### src/rtl/port_sc_pkg.sv
// Package: shared bit positions, code values and state types for the
// port status register. Assumes a 32-bit register word.
package port_sc_pkg;

    localparam int WORD_W   = 32;
    localparam int LINK_W   = 4;
    localparam int SPEED_W  = 4;
    localparam int NUM_CHG  = 7;

    // Bit positions that software and neighbours decode
    localparam int B_CONN    = 0;
    localparam int B_EN      = 1;
    localparam int B_OC      = 3;
    localparam int B_RST     = 4;
    localparam int B_LINK_LO = 5;
    localparam int B_PWR     = 9;
    localparam int B_SPD_LO  = 10;
    localparam int B_IND_LO  = 14;
    localparam int B_STROBE  = 16;
    localparam int B_CHG_LO  = 17;
    localparam int B_WK_CON  = 25;
    localparam int B_WK_DIS  = 26;
    localparam int B_WK_OC   = 27;
    localparam int B_REMOV   = 30;
    localparam int B_WARM    = 31;

    // Index of each change flag inside the change bank (bit = B_CHG_LO + idx)
    localparam int C_CONN  = 0;
    localparam int C_EN    = 1;
    localparam int C_WARM  = 2;
    localparam int C_OC    = 3;
    localparam int C_RST   = 4;
    localparam int C_LINK  = 5;
    localparam int C_CFG   = 6;

    // Link state codes
    localparam logic [LINK_W-1:0] LS_U0       = 4'd0;
    localparam logic [LINK_W-1:0] LS_U2       = 4'd2;
    localparam logic [LINK_W-1:0] LS_U3       = 4'd3;
    localparam logic [LINK_W-1:0] LS_DISABLED = 4'd4;
    localparam logic [LINK_W-1:0] LS_INACTIVE = 4'd6;
    localparam logic [LINK_W-1:0] LS_RESUME   = 4'd15;

    // Highest speed code that is not reserved
    localparam logic [SPEED_W-1:0] SPD_MAX = 4'd4;

    // Indicator code that is reserved and ignored on write
    localparam logic [1:0] IND_RSVD = 2'd3;

    typedef enum logic [1:0] {
        RST_IDLE = 2'd0,
        RST_HOT  = 2'd1,
        RST_WARM = 2'd2
    } rst_state_t;

endpackage

### src/rtl/psc_change_bank.sv
// Sticky change-flag bank. Each flag sets on its event input and clears
// only on a clear request; a set on the same edge as a clear wins.
// Assumes set and clear inputs are single-cycle qualified requests.
module psc_change_bank #(
    parameter int N = 7
) (
    input  logic         clk,
    input  logic         rst_n,
    input  logic [N-1:0] set_i,
    input  logic [N-1:0] clr_i,
    output logic [N-1:0] flags_o
);

    for (genvar i = 0; i < N; i++) begin : g_flag
        logic flag_q;

        // Hold one sticky flag: set has priority over clear
        always_ff @(posedge clk) begin
            if (!rst_n)
                flag_q <= 1'b0;
            else if (set_i[i])
                flag_q <= 1'b1;
            else if (clr_i[i])
                flag_q <= 1'b0;
        end

        assign flags_o[i] = flag_q;
    end

endmodule

### src/rtl/psc_reset_ctl.sv
// Port reset handshake. Runs one hot or warm reset at a time; a warm
// start wins over a hot start in the same write. The reset ends on the
// completion input or is abandoned on disconnect. Assumes the completion
// input is only meaningful while a reset runs.
module psc_reset_ctl
    import port_sc_pkg::*;
(
    input  logic clk,
    input  logic rst_n,
    input  logic start_hot_i,
    input  logic start_warm_i,
    input  logic done_i,
    input  logic abort_i,
    output logic busy_o,
    output logic hot_req_o,
    output logic warm_req_o,
    output logic fall_o,
    output logic ok_o,
    output logic warm_ok_o
);

    rst_state_t state_q, state_d;
    logic       leave;

    // Decide the next reset state
    always_comb begin
        state_d = state_q;
        leave   = 1'b0;
        unique case (state_q)
            RST_IDLE: begin
                if (start_warm_i)
                    state_d = RST_WARM;
                else if (start_hot_i)
                    state_d = RST_HOT;
            end
            RST_HOT, RST_WARM: begin
                if (abort_i || done_i) begin
                    state_d = RST_IDLE;
                    leave   = 1'b1;
                end
            end
            default: state_d = RST_IDLE;
        endcase
    end

    // Hold the reset state
    always_ff @(posedge clk) begin
        if (!rst_n)
            state_q <= RST_IDLE;
        else
            state_q <= state_d;
    end

    assign busy_o     = (state_q != RST_IDLE);
    assign hot_req_o  = (state_q == RST_HOT);
    assign warm_req_o = (state_q == RST_WARM);
    assign fall_o     = leave;
    assign ok_o       = leave && !abort_i;
    assign warm_ok_o  = leave && !abort_i && (state_q == RST_WARM);

endmodule

### src/rtl/psc_link_watch.sv
// Link state tracker. Captures the qualified link state and flags the
// transitions that software must be told about. Assumes the state input
// is stable while its valid strobe is high.
module psc_link_watch
    import port_sc_pkg::*;
(
    input  logic              clk,
    input  logic              rst_n,
    input  logic              valid_i,
    input  logic [LINK_W-1:0] state_i,
    output logic [LINK_W-1:0] state_o,
    output logic              notify_o
);

    logic [LINK_W-1:0] cur_q;
    logic              hit;

    // Classify the transition from the held state to the new one
    always_comb begin
        hit = 1'b0;
        if (valid_i) begin
            if (cur_q == LS_U3 && state_i == LS_RESUME)          hit = 1'b1;
            if (cur_q == LS_RESUME && state_i == LS_U0)          hit = 1'b1;
            if (cur_q == LS_U3 && state_i == LS_U0)              hit = 1'b1;
            if (cur_q == LS_U2 && state_i == LS_U0)              hit = 1'b1;
            if (cur_q == LS_U0 && state_i == LS_DISABLED)        hit = 1'b1;
            if (cur_q != LS_INACTIVE && state_i == LS_INACTIVE)  hit = 1'b1;
        end
    end

    // Capture the qualified link state
    always_ff @(posedge clk) begin
        if (!rst_n)
            cur_q <= LS_U0;
        else if (valid_i)
            cur_q <= state_i;
    end

    assign state_o  = cur_q;
    assign notify_o = hit;

endmodule

### src/rtl/port_status_ctl.sv
// One root-hub port status-and-control register. Combines live status,
// sticky change flags, reset handshake, link watch, link-change requests
// and wake requests. Assumes full-word software writes and hardware
// inputs already synchronous to clk.
module port_status_ctl
    import port_sc_pkg::*;
(
    input  logic                clk,
    input  logic                rst_n,
    input  logic                sw_wr,
    input  logic [WORD_W-1:0]   sw_wdata,
    output logic [WORD_W-1:0]   sw_rdata,
    input  logic                hw_connect,
    input  logic                hw_overcurrent,
    input  logic [LINK_W-1:0]   hw_link_state,
    input  logic                hw_link_valid,
    input  logic [SPEED_W-1:0]  hw_speed,
    input  logic                hw_reset_done,
    input  logic                hw_cfg_err,
    input  logic                hw_removable,
    output logic                port_reset_req,
    output logic                warm_reset_req,
    output logic                link_chg_req,
    output logic [LINK_W-1:0]   link_chg_state,
    output logic                wake_req
);

    localparam int CHG_HI = B_CHG_LO + NUM_CHG - 1;

    logic                conn_q, oc_q, en_q, pwr_q;
    logic [SPEED_W-1:0]  speed_q;
    logic [1:0]          ind_q;
    logic [2:0]          wake_en_q;
    logic                lreq_q, wake_q;
    logic [LINK_W-1:0]   lstate_q;

    logic                conn_rise, conn_fall, oc_rise, oc_chg;
    logic                rst_busy, rst_fall, rst_ok, warm_ok;
    logic                hot_req, warm_req;
    logic                start_hot, start_warm;
    logic [LINK_W-1:0]   link_cur;
    logic                link_note;
    logic [NUM_CHG-1:0]  chg_set, chg_clr, chg_flags;
    logic [SPEED_W-1:0]  speed_load;
    logic                unused_wdata;

    // Edge detection of the hardware level inputs
    assign conn_rise = !conn_q && hw_connect;
    assign conn_fall = conn_q && !hw_connect;
    assign oc_rise   = !oc_q && hw_overcurrent;
    assign oc_chg    = oc_q != hw_overcurrent;

    // Reset starts from software
    assign start_hot  = sw_wr && sw_wdata[B_RST] && conn_q && hw_connect;
    assign start_warm = sw_wr && sw_wdata[B_WARM];

    psc_reset_ctl u_rst (
        .clk          (clk),
        .rst_n        (rst_n),
        .start_hot_i  (start_hot),
        .start_warm_i (start_warm),
        .done_i       (hw_reset_done),
        .abort_i      (conn_fall),
        .busy_o       (rst_busy),
        .hot_req_o    (hot_req),
        .warm_req_o   (warm_req),
        .fall_o       (rst_fall),
        .ok_o         (rst_ok),
        .warm_ok_o    (warm_ok)
    );

    psc_link_watch u_link (
        .clk      (clk),
        .rst_n    (rst_n),
        .valid_i  (hw_link_valid),
        .state_i  (hw_link_state),
        .state_o  (link_cur),
        .notify_o (link_note)
    );

    // Gather change events into the sticky bank
    always_comb begin
        chg_set         = '0;
        chg_set[C_CONN] = conn_rise || conn_fall;
        chg_set[C_EN]   = conn_fall && en_q;
        chg_set[C_WARM] = warm_ok;
        chg_set[C_OC]   = oc_chg;
        chg_set[C_RST]  = rst_fall;
        chg_set[C_LINK] = link_note;
        chg_set[C_CFG]  = hw_cfg_err;
        chg_clr         = sw_wr ? sw_wdata[CHG_HI:B_CHG_LO] : '0;
    end

    psc_change_bank #(.N(NUM_CHG)) u_chg (
        .clk     (clk),
        .rst_n   (rst_n),
        .set_i   (chg_set),
        .clr_i   (chg_clr),
        .flags_o (chg_flags)
    );

    // Reserved speed codes load as undefined
    assign speed_load = (hw_speed > SPD_MAX) ? '0 : hw_speed;

    // Live status: connect, over-current, enable and speed
    always_ff @(posedge clk) begin
        if (!rst_n) begin
            conn_q  <= 1'b0;
            oc_q    <= 1'b0;
            en_q    <= 1'b0;
            speed_q <= '0;
        end else begin
            conn_q <= hw_connect;
            oc_q   <= hw_overcurrent;
            if (conn_fall) begin
                en_q    <= 1'b0;
                speed_q <= '0;
            end else if (rst_ok) begin
                en_q    <= 1'b1;
                speed_q <= speed_load;
            end
        end
    end

    // Software read/write fields: power, indicator, wake enables
    always_ff @(posedge clk) begin
        if (!rst_n) begin
            pwr_q     <= 1'b0;
            ind_q     <= 2'd0;
            wake_en_q <= 3'd0;
        end else if (sw_wr) begin
            pwr_q     <= sw_wdata[B_PWR];
            wake_en_q <= sw_wdata[B_WK_OC:B_WK_CON];
            if (sw_wdata[B_IND_LO+1:B_IND_LO] != IND_RSVD)
                ind_q <= sw_wdata[B_IND_LO+1:B_IND_LO];
        end
    end

    // Link-state change request, issued only with the strobe
    always_ff @(posedge clk) begin
        if (!rst_n) begin
            lreq_q   <= 1'b0;
            lstate_q <= '0;
        end else begin
            lreq_q <= sw_wr && sw_wdata[B_STROBE];
            if (sw_wr && sw_wdata[B_STROBE])
                lstate_q <= sw_wdata[B_LINK_LO+LINK_W-1:B_LINK_LO];
        end
    end

    // Wake request on an enabled wake event
    always_ff @(posedge clk) begin
        if (!rst_n)
            wake_q <= 1'b0;
        else
            wake_q <= (conn_rise && wake_en_q[0])
                   || (conn_fall && wake_en_q[1])
                   || (oc_rise   && wake_en_q[2]);
    end

    // Assemble the read word
    always_comb begin
        sw_rdata                                  = '0;
        sw_rdata[B_CONN]                          = conn_q;
        sw_rdata[B_EN]                            = en_q;
        sw_rdata[B_OC]                            = oc_q;
        sw_rdata[B_RST]                           = rst_busy;
        sw_rdata[B_LINK_LO+LINK_W-1:B_LINK_LO]    = link_cur;
        sw_rdata[B_PWR]                           = pwr_q;
        sw_rdata[B_SPD_LO+SPEED_W-1:B_SPD_LO]     = speed_q;
        sw_rdata[B_IND_LO+1:B_IND_LO]             = ind_q;
        sw_rdata[CHG_HI:B_CHG_LO]                 = chg_flags;
        sw_rdata[B_WK_OC:B_WK_CON]                = wake_en_q;
        sw_rdata[B_REMOV]                         = hw_removable;
        sw_rdata[B_WARM]                          = warm_req;
    end

    assign port_reset_req = hot_req;
    assign warm_reset_req = warm_req;
    assign link_chg_req   = lreq_q;
    assign link_chg_state = lstate_q;
    assign wake_req       = wake_q;

    // Write bits with no storage behind them
    assign unused_wdata = ^{sw_wdata[B_OC:B_CONN], sw_wdata[24],
                            sw_wdata[B_REMOV:28]};

endmodule

### config.mk
export PLATFORM = sky130hd
export DESIGN_NAME = port_status_ctl
export DESIGN_NICKNAME = d
export VERILOG_FILES = /design/src/rtl/port_sc_pkg.sv /design/src/rtl/psc_change_bank.sv /design/src/rtl/psc_reset_ctl.sv /design/src/rtl/psc_link_watch.sv /design/src/rtl/port_status_ctl.sv
export SDC_FILE = /design/constraint.sdc
export NUM_CORES = 1
export LEC_CHECK = 0
export BUFFER_PORTS_ARGS = -buffer_cell sky130_fd_sc_hd__clkbuf_2
export CAP_MARGIN = 5
export CORE_ASPECT_RATIO = 1.2
export CORE_MARGIN = 2
export CORE_UTILIZATION = 25
export DETAILED_ROUTE_END_ITERATION = 6
export GPL_TIMING_DRIVEN = 0
export PLACE_DENSITY = 0.54
export SYNTH_ARGS = -nofsm -noshare
export SYNTH_HDL_FRONTEND = slang
export SYNTH_HIERARCHICAL = 1
export SYNTH_SLANG_ARGS = --single-unit
### constraint.sdc
create_clock -name clk -period 1.9 [get_ports clk]
set_input_delay 0.095 -clock clk [delete_from_list [all_inputs] [get_ports clk]]
set_output_delay 0.095 -clock clk [all_outputs]
set_load 0.01 [all_outputs]
==> impl_metrics.yaml <==
route:
  drt-total-wl_mm: 3.632
  wire_per_inst_um: 10.68
  via_count: 1406
  vias_per_cell: 4.135
  drc: 0
  drtIter0Drc: 20
  final_antenna_net_count: 0
  dr.pass1.iters: 4
sta:
  hold_viol_final: 0
  min_period_over_period_pct: 87.92
  finalSetupTns_ns: 0
  max_freq_mhz: 598.6
  finalSetupViolations: 0
  rsz0062_at_grt: "no"
  fin_worst_skew_ns: 0.007800
  holdWs_ns: 0.02805
  period_minus_slack_ns: 1.670
  drv_slew: 0
synth:
  ys_types: 37
  syn_area_um2: 1657
  ys_seq_elements: 32
  syn_area_per_cell_um2: 9.466
  syn-instance-count: 175
  yosysSeqAreaShare_pct: 38.67
  yosysWarnings: 6
clocking:
  cts_made_buffers: 5
  postCtsHoldBufs: 0
  h-tree-depth: 2
  root_buffer: "clkbuf_8"
  cts_max_path_buffers: 2
  cts.sinks: 32
  postCtsSetupRepairBufs: 0
  cts_resized: 0
  cts_tree: "done"
  insertion_delay_ns: 0.28
  clk_pin_slew_ns: 0.07
critical_path:
  crit_slowest_cell: "nor2_1"
  critical_path_class: "flip-flop to flip-flop"
  cp_slowest_stage_delay_ns: 0.39
  worst-path-max-fanout: 9
  path_delay_family: "simple AND/OR/NAND/NOR gates"
  worstSetupEndpointType: "flip-flop"
  crit_path_start_kind: "flip-flop"
  worst_ep_arrival_time_ns: 1.87
  critPathRequiredTime_ns: 2.10
  startpoint: "conn_q$_SDFF_PN0_"
  crit-reg2reg-launch: "conn_q$_SDFF_PN0_"
  crit_buf_inv: 0
  r2r_cells: 5
  cp.depth: 5
  crit_chain: "ha_1 -> o21ai_1 -> nor2_1 -> nand4bb_1 -> a21oi_1"
power:
  irDropWorstVdd_uv: 373.9
  pwr-share-seq_pct: 44.4
  p_sw_mw: 0.4013
  p_int_mw: 1.233
  p_sw_share_pct: 24.55
  pwr-share-clk_pct: 39.3
  p_leak_nw: 1.120
  combinationalPowerShare_pct: 16.3
  power.density_nw_per_um2: 733.1
floorplan:
  die_w_um: 78.31
  dieHeight_um: 93.17
  rows: 32
  core_um2: 6406
  start_util_pct: 25.86
  die_area_um2: 7296
  io_pins: 89
global_route:
  first_global_vias: 1341
  grt.overflow.total: 0
  antenna_found_initial: 0
  grt_usage_pct: 10.57
  grt_pass1_wl_mm: 6.147
  grt_max_degree: 22
hold_path:
  hold_path_class: "input pin to flip-flop"
  worstHoldPathCells: 2
  worstHoldStart: "hw_cfg_err"
placed_design:
  io_buffers: 68
  place_hpwl_mm: 2.800
  gp_congestion: 0.7175
status:
  status: "finished, final reports clean"
run:
  maxCapViolations: 0
layout:
  diodes: 0
  drive_gt1_share_pct: 41.18
  syn_to_final_growth_pct: 34.59
  nets: 309
==> stage by stage <==
stage / utilization (%) / power (mW) / setup WS [ns] / area (µm²) / cells
after detailed placement: 33.07 / 1.011 / 0.1878 / 2118 / 332
after global routing: 34.80 / 1.728 / 0.03683 / 2230 / 340
after global placement: 33.07 / 1.009 / 0.2336 / 2118 / 332
final: 34.80 / 1.634 / 0.2295 / 2230 / 340
after floorplan: - / 0.9004 / 0.5667 / 1672 / 179
after CTS: 34.80 / 1.676 / 0.1714 / 2230 / 340
==> layer usage <==
layer  global-route usage (%)  wire, µm  up-vias
met5                        0         0        -
met4                    3.947        59        0
met3                    2.896       269        5
met2                    17.39      1591       57
met1                    13.19      1711      614
li1                         -         -      730
==> sequential cells by signal, summed over array words and instances (netlist names) <==
| name | cells |
|---|---|
| wake_en_q | 3 |
| ind_q | 2 |
| u_chg/g_flag.flag_q | 7 |
| pwr_q | 1 |
| oc_q | 1 |
| u_link/state_o | 4 |
| speed_q | 4 |
| conn_q | 1 |
| en_q | 1 |
| link_chg_req | 1 |
| link_chg_state | 4 |
| wake_req | 1 |
| u_rst/state_q | 2 |
==> cells in the mapped netlist <==
cell type  instances  share of area (%)
o21ai_0            2               0.60
buf_2              1               0.30
nand2_1            2               0.45
clkbuf_1           2               0.45
a21oi_1            4                1.2
conb_1             1               0.23
nand3b_1           1               0.45
o21a_1            11                5.0
nand4bb_1          2                1.4
nand2b_1           4                1.5
nor2b_1           19                7.2
and2_1            12                4.5
inv_1             12                2.7
ha_1               6                4.5
a21boi_0           5                2.3
o41ai_2            1               0.98
nor3_1             1               0.30
nand3_1            2               0.60
nor3b_1            2               0.91
o21bai_1           2               0.91
nor2_1             4               0.91
mux2i_1            8                4.8
and3_1             5                1.9
and4_1             1               0.53
o211a_1            1               0.60
nor3b_2            1               0.76
o21ai_1            1               0.30
buf_4             21                9.5
or4b_4             1               0.83
o221a_2            2                1.4
dfxtp_1           32                 39
and3_2             1               0.45
o22ai_2            1               0.76
a222oi_1           1               0.60
o22ai_1            1               0.38
a311o_1            1               0.60
nor4b_1            1               0.53
==> power groups by stage <==
stage / logic [mW] / registers [mW] / clock network (mW)
2_1_floorplan: 0.156 / 0.744 / 0
3_3_place_gp: 0.269 / 0.740 / 0
3_5_place_dp: 0.271 / 0.741 / 0
4_1_cts: 0.272 / 0.725 / 0.679
5_1_grt: 0.300 / 0.730 / 0.698
6_report: 0.266 / 0.725 / 0.643
==> path summary, 6_finish.rpt <==
| path | endpoint | slack [ns] |
|---|---|---|
| worst min-delay path | u_chg/g_flag[6].flag_q$_SDFFE_PN0P_ | 0.03 |
| worst min register to register | speed_q[1]$_SDFFE_PP0P_ | 0.47 |
| worst max-delay path | speed_q[0]$_SDFFE_PP0P_ | 0.23 |
| worst max register to register | speed_q[0]$_SDFFE_PP0P_ | 0.23 |
==> cell type report <==
class / count / area (µm²)
Tap cell: 85 / 106.4
Inverter: 12 / 45.04
Timing Repair Buffer: 68 / 340.3
Buffer: 24 / 170.2
Multi-Input combinational cell: 111 / 815.8
Fill cell: 705 / 4177
Sequential cell: 32 / 640.6
Clock inverter: 3 / 42.54
Clock buffer: 5 / 68.82
==> logic make-up after synthesis <==
group / share of synthesized area, %
muxes: 4.834
DFF: 38.67
AOI/OAI and AO/OA: 15.56
other: 0.2264
and+or+nand+nor: 23.19
adders and majority gates: 4.532
buffers and inverters: 12.99
==> placed cells by master, fill, tap and decap left out, types with 4 or more instances in the layout <==
cell type / synthesis / final
o21a_1: 11 / 11
ha_1: 6 / 6
mux2i_1: 8 / 8
and2_1: 12 / 12
and3_1: 5 / 5
nor2_1: 4 / 4
inv_1: 12 / 12
clkbuf_8: 0 / 5
nor2b_1: 19 / 19
dfxtp_1: 32 / 32
buf_4: 21 / 21
a21oi_1: 4 / 4
nand2b_1: 4 / 4
conb_1: 1 / 5
clkbuf_2: 0 / 68
a21boi_0: 5 / 5
Note: power is estimated with default switching activity, not from simulation.
